## src/rtl/sipo_pkg.sv

```systemverilog
package sipo_pkg;

  typedef enum logic {
    SHIFT_REV = 1'b0,
    SHIFT_FWD = 1'b1
  } shift_dir_e;

  // Output-stage decision for one bit: forced level or true/inverted data.
  function automatic logic drive_bit(input logic show, input logic pol,
                                     input logic q);
    if (!show) return ~pol;
    return pol ? q : ~q;
  endfunction

endpackage

```

## src/rtl/sipo_lane.sv

```systemverilog
module sipo_lane #(
  parameter int unsigned STAGES = 20
) (
  input  logic              clk,
  input  logic              rst,
  input  logic              fwd,
  input  logic              din_near,
  input  logic              din_far,
  output logic [STAGES-1:0] stage_q,
  output logic [STAGES-1:0] stage_d,
  output logic              cas_o
);
  import sipo_pkg::*;

  shift_dir_e dir;
  assign dir = shift_dir_e'(fwd);

  always_comb begin
    if (dir == SHIFT_FWD) stage_d = {stage_q[STAGES-2:0], din_near};
    else                  stage_d = {din_far, stage_q[STAGES-1:1]};
  end

  always_ff @(posedge clk) begin
    if (rst) stage_q <= '0;
    else     stage_q <= stage_d;
  end

  assign cas_o = (dir == SHIFT_FWD) ? stage_q[STAGES-1] : stage_q[0];


  fwd_entry_chk: assert property (@(posedge clk) disable iff (rst)
    fwd |=> stage_q[0] == $past(din_near));

  fwd_move_chk: assert property (@(posedge clk) disable iff (rst)
    fwd |=> stage_q[STAGES-1:1] == $past(stage_q[STAGES-2:0]));

  rev_entry_chk: assert property (@(posedge clk) disable iff (rst)
    !fwd |=> stage_q[STAGES-1] == $past(din_far));

  rev_move_chk: assert property (@(posedge clk) disable iff (rst)
    !fwd |=> stage_q[STAGES-2:0] == $past(stage_q[STAGES-1:1]));

endmodule

```

## src/rtl/sipo_hold.sv

```systemverilog
module sipo_hold #(
  parameter int unsigned WIDTH = 80
) (
  input  logic             clk,
  input  logic             rst,
  input  logic             open,
  input  logic [WIDTH-1:0] d,
  output logic [WIDTH-1:0] q_next,
  output logic [WIDTH-1:0] q
);

  assign q_next = open ? d : q;

  always_ff @(posedge clk) begin
    if (rst) q <= '0;
    else     q <= q_next;
  end


  hold_stable_chk: assert property (@(posedge clk) disable iff (rst)
    !open |=> q == $past(q));

  hold_follow_chk: assert property (@(posedge clk) disable iff (rst)
    open |=> q == $past(d));

endmodule

```

## src/rtl/sipo_drive.sv

```systemverilog
module sipo_drive #(
  parameter int unsigned WIDTH = 80
) (
  input  logic             clk,
  input  logic             rst,
  input  logic             show,
  input  logic             pol,
  input  logic [WIDTH-1:0] d,
  output logic [WIDTH-1:0] out_q
);
  import sipo_pkg::*;

  logic [WIDTH-1:0] out_d;

  genvar i;
  generate
    for (i = 0; i < WIDTH; i++) begin : g_bit
      assign out_d[i] = drive_bit(show, pol, d[i]);
    end
  endgenerate

  always_ff @(posedge clk) begin
    if (rst) out_q <= '0;
    else     out_q <= out_d;
  end


  reset_clear_chk: assert property (@(posedge clk) disable iff (rst)
    $past(rst) |-> out_q == '0);

  force_high_chk: assert property (@(posedge clk) disable iff (rst)
    (!show && !pol) |=> &out_q);

  force_low_chk: assert property (@(posedge clk) disable iff (rst)
    (!show && pol) |=> out_q == '0);

  pass_true_chk: assert property (@(posedge clk) disable iff (rst)
    (show && pol) |=> out_q == $past(d));

  pass_inv_chk: assert property (@(posedge clk) disable iff (rst)
    (show && !pol) |=> out_q == ~$past(d));

endmodule

```

## src/rtl/quad_lane_sipo_driver.sv

```systemverilog
module quad_lane_sipo_driver #(
  parameter int unsigned LANES  = 4,
  parameter int unsigned STAGES = 20,
  localparam int unsigned WIDTH = LANES * STAGES
) (
  input  logic             clk,
  input  logic             rst,
  input  logic             shift_fwd,
  input  logic             latch_open,
  input  logic             show_data,
  input  logic             true_pol,
  input  logic [LANES-1:0] ser_near_in,
  input  logic [LANES-1:0] ser_far_in,
  output logic [WIDTH-1:0] par_out,
  output logic [LANES-1:0] cas_out
);

  logic [WIDTH-1:0] lane_q;
  logic [WIDTH-1:0] lane_d;
  logic [WIDTH-1:0] cap_next;
  logic [WIDTH-1:0] cap_q;

  genvar l;
  generate
    for (l = 0; l < LANES; l++) begin : g_lane
      sipo_lane #(.STAGES(STAGES)) u_lane (
        .clk      (clk),
        .rst      (rst),
        .fwd      (shift_fwd),
        .din_near (ser_near_in[l]),
        .din_far  (ser_far_in[l]),
        .stage_q  (lane_q[l*STAGES +: STAGES]),
        .stage_d  (lane_d[l*STAGES +: STAGES]),
        .cas_o    (cas_out[l])
      );
    end
  endgenerate

  // Capture bank takes the lane value of the same edge (transparent in cycle terms).
  sipo_hold #(.WIDTH(WIDTH)) u_hold (
    .clk    (clk),
    .rst    (rst),
    .open   (latch_open),
    .d      (lane_d),
    .q_next (cap_next),
    .q      (cap_q)
  );

  sipo_drive #(.WIDTH(WIDTH)) u_drive (
    .clk   (clk),
    .rst   (rst),
    .show  (show_data),
    .pol   (true_pol),
    .d     (cap_next),
    .out_q (par_out)
  );


  map_chk: assert property (@(posedge clk) disable iff (rst)
    (latch_open && show_data && true_pol) |=> par_out == lane_q);

  reset_lane_chk: assert property (@(posedge clk) disable iff (rst)
    $past(rst) |-> (lane_q == '0 && cap_q == '0));

endmodule

```

## config.mk

```make
export PLATFORM = sky130hd
export DESIGN_NAME = quad_lane_sipo_driver
export DESIGN_NICKNAME = d
export VERILOG_FILES = /design/src/rtl/sipo_pkg.sv /design/src/rtl/sipo_lane.sv /design/src/rtl/sipo_hold.sv /design/src/rtl/sipo_drive.sv /design/src/rtl/quad_lane_sipo_driver.sv
export SDC_FILE = /design/constraint.sdc
export NUM_CORES = 1
export LEC_CHECK = 0
export ABC_AREA = 0
export BUFFER_PORTS_ARGS = -buffer_cell sky130_fd_sc_hd__buf_2
export CORE_ASPECT_RATIO = 2
export CORE_UTILIZATION = 53
export DETAILED_ROUTE_END_ITERATION = 7
export GPL_TIMING_DRIVEN = 0
export MAX_ROUTING_LAYER = met4
export PLACE_DENSITY = 0.76
export SLEW_MARGIN = 20
export SYNTH_ARGS = -nofsm -noshare
export SYNTH_HDL_FRONTEND = slang
export SYNTH_HIERARCHICAL = 1
export SYNTH_SLANG_ARGS = --single-unit
```

## constraint.sdc

```tcl
create_clock -name clk -period 1.25 [get_ports clk]
set_input_delay 0.125 -clock clk [delete_from_list [all_inputs] [get_ports clk]]
set_output_delay 0.125 -clock clk [all_outputs]
set_load 0.05 [all_outputs]
```

* After elaboration in Yosys (flattened, before gate mapping) *
Index checks and enable logic that the tools add are counted.

word-level totals
  flip-flop bits (word level) = 240
  logic and storage cells = 256
  input bits = 14
  output and inout bits = 84

cells by class
  muxes and demuxes = 169
  bitwise logic cells = 81

operator list
  operator            count
  two-way mux 1 bit   164
  inverter 1 bit      81
  two-way mux 20 bit  4
  two-way mux 80 bit  1

* Depth between registers and ports, before layout *
  depth in word-level cells = 5
  depth in mapped cells = 5
  mapped depth without buffers = 4

* Cells and area by module *
The synthesis kept the hierarchy.

by module, submodules not included
  module      area an instance (um^2)  sequential area each (um^2)  cells each  instances
  sipo_lane   893.4                    400.4                        65          4
  sipo_hold   3430.8                   1601.5                       257         1
  sipo_drive  2936.6                   1601.5                       269         1

* Worst setup path before layout *
Ideal clock, no wire load.

  path type = input to register
  start = in shift_fwd
  end = reg u_drive.out_q[10]
  slack = 0.088 ns
  data required time = 1.178 ns
  cell stages on the path = 5
  buffers on the path = 1
  arrival time = 1.091 ns
  setup time = 0.072 ns
  path through = buf_6 mux2_2 mux2_4 nand2_1 mux2i_1

on the way
  longest elaborated chain between the ends = 5

RTL lines
  item                                line                         text
  start, declared                     quad_lane_sipo_driver.sv:8   input logic shift_fwd,
  two-way mux 20 bit (*)              sipo_lane.sv:19              if (dir == SHIFT_FWD) stage_d = {stage_q[STAGES-2:0], din_near};
  net lane_d[10]                      quad_lane_sipo_driver.sv:19  logic [WIDTH-1:0] lane_d;
  two-way mux 80 bit (*)              sipo_hold.sv:12              assign q_next = open ? d : q;
  net cap_next[10]                    quad_lane_sipo_driver.sv:20  logic [WIDTH-1:0] cap_next;
  inverter 1 bit                      sipo_pkg.sv:12               return pol ? q : ~q;
  two-way mux 1 bit (*) (2 in a row)  sipo_pkg.sv:12
  end signal, assigned                sipo_drive.sv:24             else out_q <= out_d;
  end, declared                       sipo_drive.sv:9              output logic [WIDTH-1:0] out_q

The timed path passes the listed nets; every way through them passes the cells marked *.
A chain may end at the register's enable or synchronous reset.

* Worst setup path after layout *
  start = reg g_lane[3].u_lane.stage_q[0]
  end = out cas_out[3]

on the way
  longest elaborated chain between the ends = 1

RTL lines
  item                    line                         text
  start, declared         sipo_lane.sv:9               output logic [STAGES-1:0] stage_q,
  start signal, assigned  sipo_lane.sv:25              else stage_q <= stage_d;
  two-way mux 1 bit       sipo_lane.sv:28              assign cas_o = (dir == SHIFT_FWD) ? stage_q[STAGES-1] : stage_q[0];
  end, declared           quad_lane_sipo_driver.sv:15  output logic [LANES-1:0] cas_out

Every way passes these cells.

==> impl_results.md <==
- Critical Path End Type: primary output
- FF+latch count, synth: 240
- CTS H-tree lvls: 1
- NetSw: 3.92 mW
- Met3 Routed Length: around 640 µm
- DRC violations left: 0
- Register area share after synthesis: about half
- Via count of the first global-routing pass: ~6100
- Die W: ~100 µm
- Worst-Margin Slew: 0.546 ns
- Setup WS post-layout: -0.138 ns
- Iter 0 DRT Violations: about 140
- Die H: 196 µm
- Final setup violation count: 9
- Max Clock Skew: ~0.0096 ns
- Ports: 98
- PortBufs: 95
- Vias: ~5600
- Slew headroom: about 64%
- CTS Sinks: between 200 and 250
- Commonest non-fill, non-tap cell in the layout: dfxtp_1
- Final nets: between 900 and 1000
- Arrival time worst endpoint: between 1 and 1.5 ns
- Pin count of the biggest net entering global routing: 19
- Ratio of cells with drive above 1 in the final layout: 43.2%
- Leak pwr: around 5.8 nW
- Flop pwr share: 49.7%
- Clock share of power: between 30% and 40%
- Power share of the combinational group: about a tenth
- Achievable Freq: roughly 700 MHz
- Post-synth top area cell: dfxtp_1
- Outcome: finished, violations left
- First-pass iteration count of the detailed router: 4
- Avg Inst Size Synth: between 10 and 15 µm²
- Routed length per instance: approximately 16 µm
- Top Layer Used: met4
- # diodes: 0
- WL met2: 9950 µm
- Total Routing Usage GR: between 20% and 30%
- Final instance area: about 0.012 mm²
- Clk_lat worst skew: 0.49 ns
- Root buffer cell: clkbuf_16
- WS Path Type: flip-flop to primary output
- Syn. warnings: 6
- Reg2Reg Capture Point: u_drive/out_q[21]$_SDFF_PP0_
- Top post-synthesis cells by area: dfxtp_1 (48%), mux2_4 (22%), mux2i_1 (8.1%), nor2b_1 (5.5%), and2b_1 (4.5%)
- Rows: 70
- Slew Viols, Final: 0
- CORE AREA: 0.0183 mm²
- Reg2reg start: g_lane[1].u_lane/stage_q[0]$_SDFF_PP0_
- Net Count, Synth: 800
- Number of vias per cell: just under 5
- R2r setup slk: -0.04 ns
- Initial antenna violation count: 0
- Post-DP HPWL: between 10000 and 15000 µm
- Wire length on met1: about 7000 µm
- First-pass GRT wire length: about 30000 µm
- Sw Share: 24.7%
- Tmin final: around 1.4 ns
- Internal: between 10 and 15 mW
- CTS tree: built
- Area of placed instances: between 0.01 and 0.015 mm²
- Final Cycle Share: 111%
- Unrepaired setup endpoints after global routing: true
- Mapped Area: about 0.0099 mm²
- Most frequent cells in the layout: dfxtp_1 (223), mux2_4 (151), buf_2 (100), nor2b_1 (87), mux2i_1 (74)
- Layout Utilization: a little under two thirds
- CP max stage delay: around 0.33 ns
- Max clock buf depth: 3
- CP required: approximately 1.1 ns
- Clock slew at reported path FFs: approximately 0.060 ns
- Reg2reg path depth: 5
- Post-Syn Instances: 786
- Startpoint Class: flip-flop
- Inserted Clock Buffers: 21
- Yosys top cell area share: approximately 48%
- Layout area overhead: 17.1%
- Max-cap viol count: 0
- Die area: around 0.019 mm²
- Worst-path cell chain: mux2_4 > buf_8
- Starting Density: 54.3%
- Slowest library cell on the worst path: dfxtp_2
- Failing checks: negative setup slack
- Final Hold Violating Endpoints: 0
- Routed Antenna Nets: 0
- Netlist cell types: 15
- WHS Endpoint: g_lane[2].u_lane/stage_q[19]$_SDFF_PP0_
- Hold path depth: 3
- Crit path max fanout: 2
- Hold path startpoint: ser_far_in[2]
- Hold Crit Class: primary input to flip-flop
- Remaining Overflow, GRT: 0
- Max VDD drop: 1220 µV
- Detailed Route WL: 18100 µm
- P per Cell Area: ~1400 mW/mm²
- GP Congestion: just under 0.8
- Worst hold slack: 0.00937 ns
worst max-delay path, delay by kind of cell (launching register included):
kind	cells	cell delay (ns)
buf+inv	1	0.15
mux	1	0.29
flops	1	0.33
Yosys cell counts:
master,count
dfxtp_1,240
mux2_4,144
nor2b_1,88
mux2i_1,80
nand2_1,80
and2b_1,60
mux2_2,20
buf_2,18
buf_6,17
clkbuf_1,16
nor2b_4,12
buf_8,8
buf_4,1
nand2b_1,1
or2_1,1
through the flow:
stage               setup slack, ns  instances  setup TNS (ns)  total power [mW]
finish                       -0.138       1141          -0.622              15.8
global route                 -0.174       1141           -1.15              16.4
CTS                          -0.163       1140          -0.705              16.0
detailed placement           -0.588       1097          -72.05              9.64
global placement             -0.580       1097          -70.03              9.63
floorplan                    0.0875        786               0              9.28
power by group through the flow:
stage          Sequential (mW)  Combinational, mW  Clock [mW]
2_1_floorplan             8.55              0.725           0
3_3_place_gp              8.05               1.58           0
3_5_place_dp              8.05               1.59           0
4_1_cts                   7.88               1.63        6.50
5_1_grt                   7.89               1.73        6.80
6_report                  7.88               1.65        6.31
layout make-up:
type | count | area [µm²]
fillers | 1432 | 6660
flip-flops and latches | 240 | 4830
multi-input cells | 486 | 4810
repair buffers | 102 | 604
clock buffers | 29 | 596
plain buffers | 60 | 469
well taps | 216 | 270
clock inverters | 8 | 67.6
worst max-delay path by stage:
stage / start / endpoint / slack, ns / depth (start not counted)
floorplan: shift_fwd / u_drive/out_q[10]$_SDFF_PP0_ / 0.09 / 5
global placement: shift_fwd / u_drive/out_q[2]$_SDFF_PP0_ / -0.58 / 6
detailed placement: shift_fwd / u_drive/out_q[2]$_SDFF_PP0_ / -0.59 / 6
CTS: g_lane[3].u_lane/stage_q[0]$_SDFF_PP0_ / cas_out[3] / -0.16 / 2
global route: g_lane[3].u_lane/stage_q[0]$_SDFF_PP0_ / cas_out[3] / -0.17 / 2
finish: g_lane[3].u_lane/stage_q[0]$_SDFF_PP0_ / cas_out[3] / -0.14 / 2
layer usage:
layer | vias up | track usage (%)
li1 | 2823 | -
met1 | 2698 | 21.5
met2 | 83 | 37.6
met3 | 29 | 2.85
met4 | 0 | 5.69
met5 | - | -
state kept, by name, summed over array words and instances, names as in the netlist:
register               count
g_lane.u_lane/stage_q     80
u_hold/q                  80
u_drive/out_q             80
logic make-up after synthesis:
kind of cell | Yosys count | share of synthesized area (%)
buf+inv | 60 | 4.72
flops | 240 | 48.3
mux | 244 | 32.1
simple gates | 242 | 14.9
what timing repair did:
action	4_1_cts	5_1_grt
hold buffers	4	0
gates cloned	0	0
endpoints found under the setup margin	16	38
buffers inserted	2	1
hold endpoints to repair	4	0
resized for setup	37	45
pin swaps	1	0
Power figures use the tool's default switching activity.
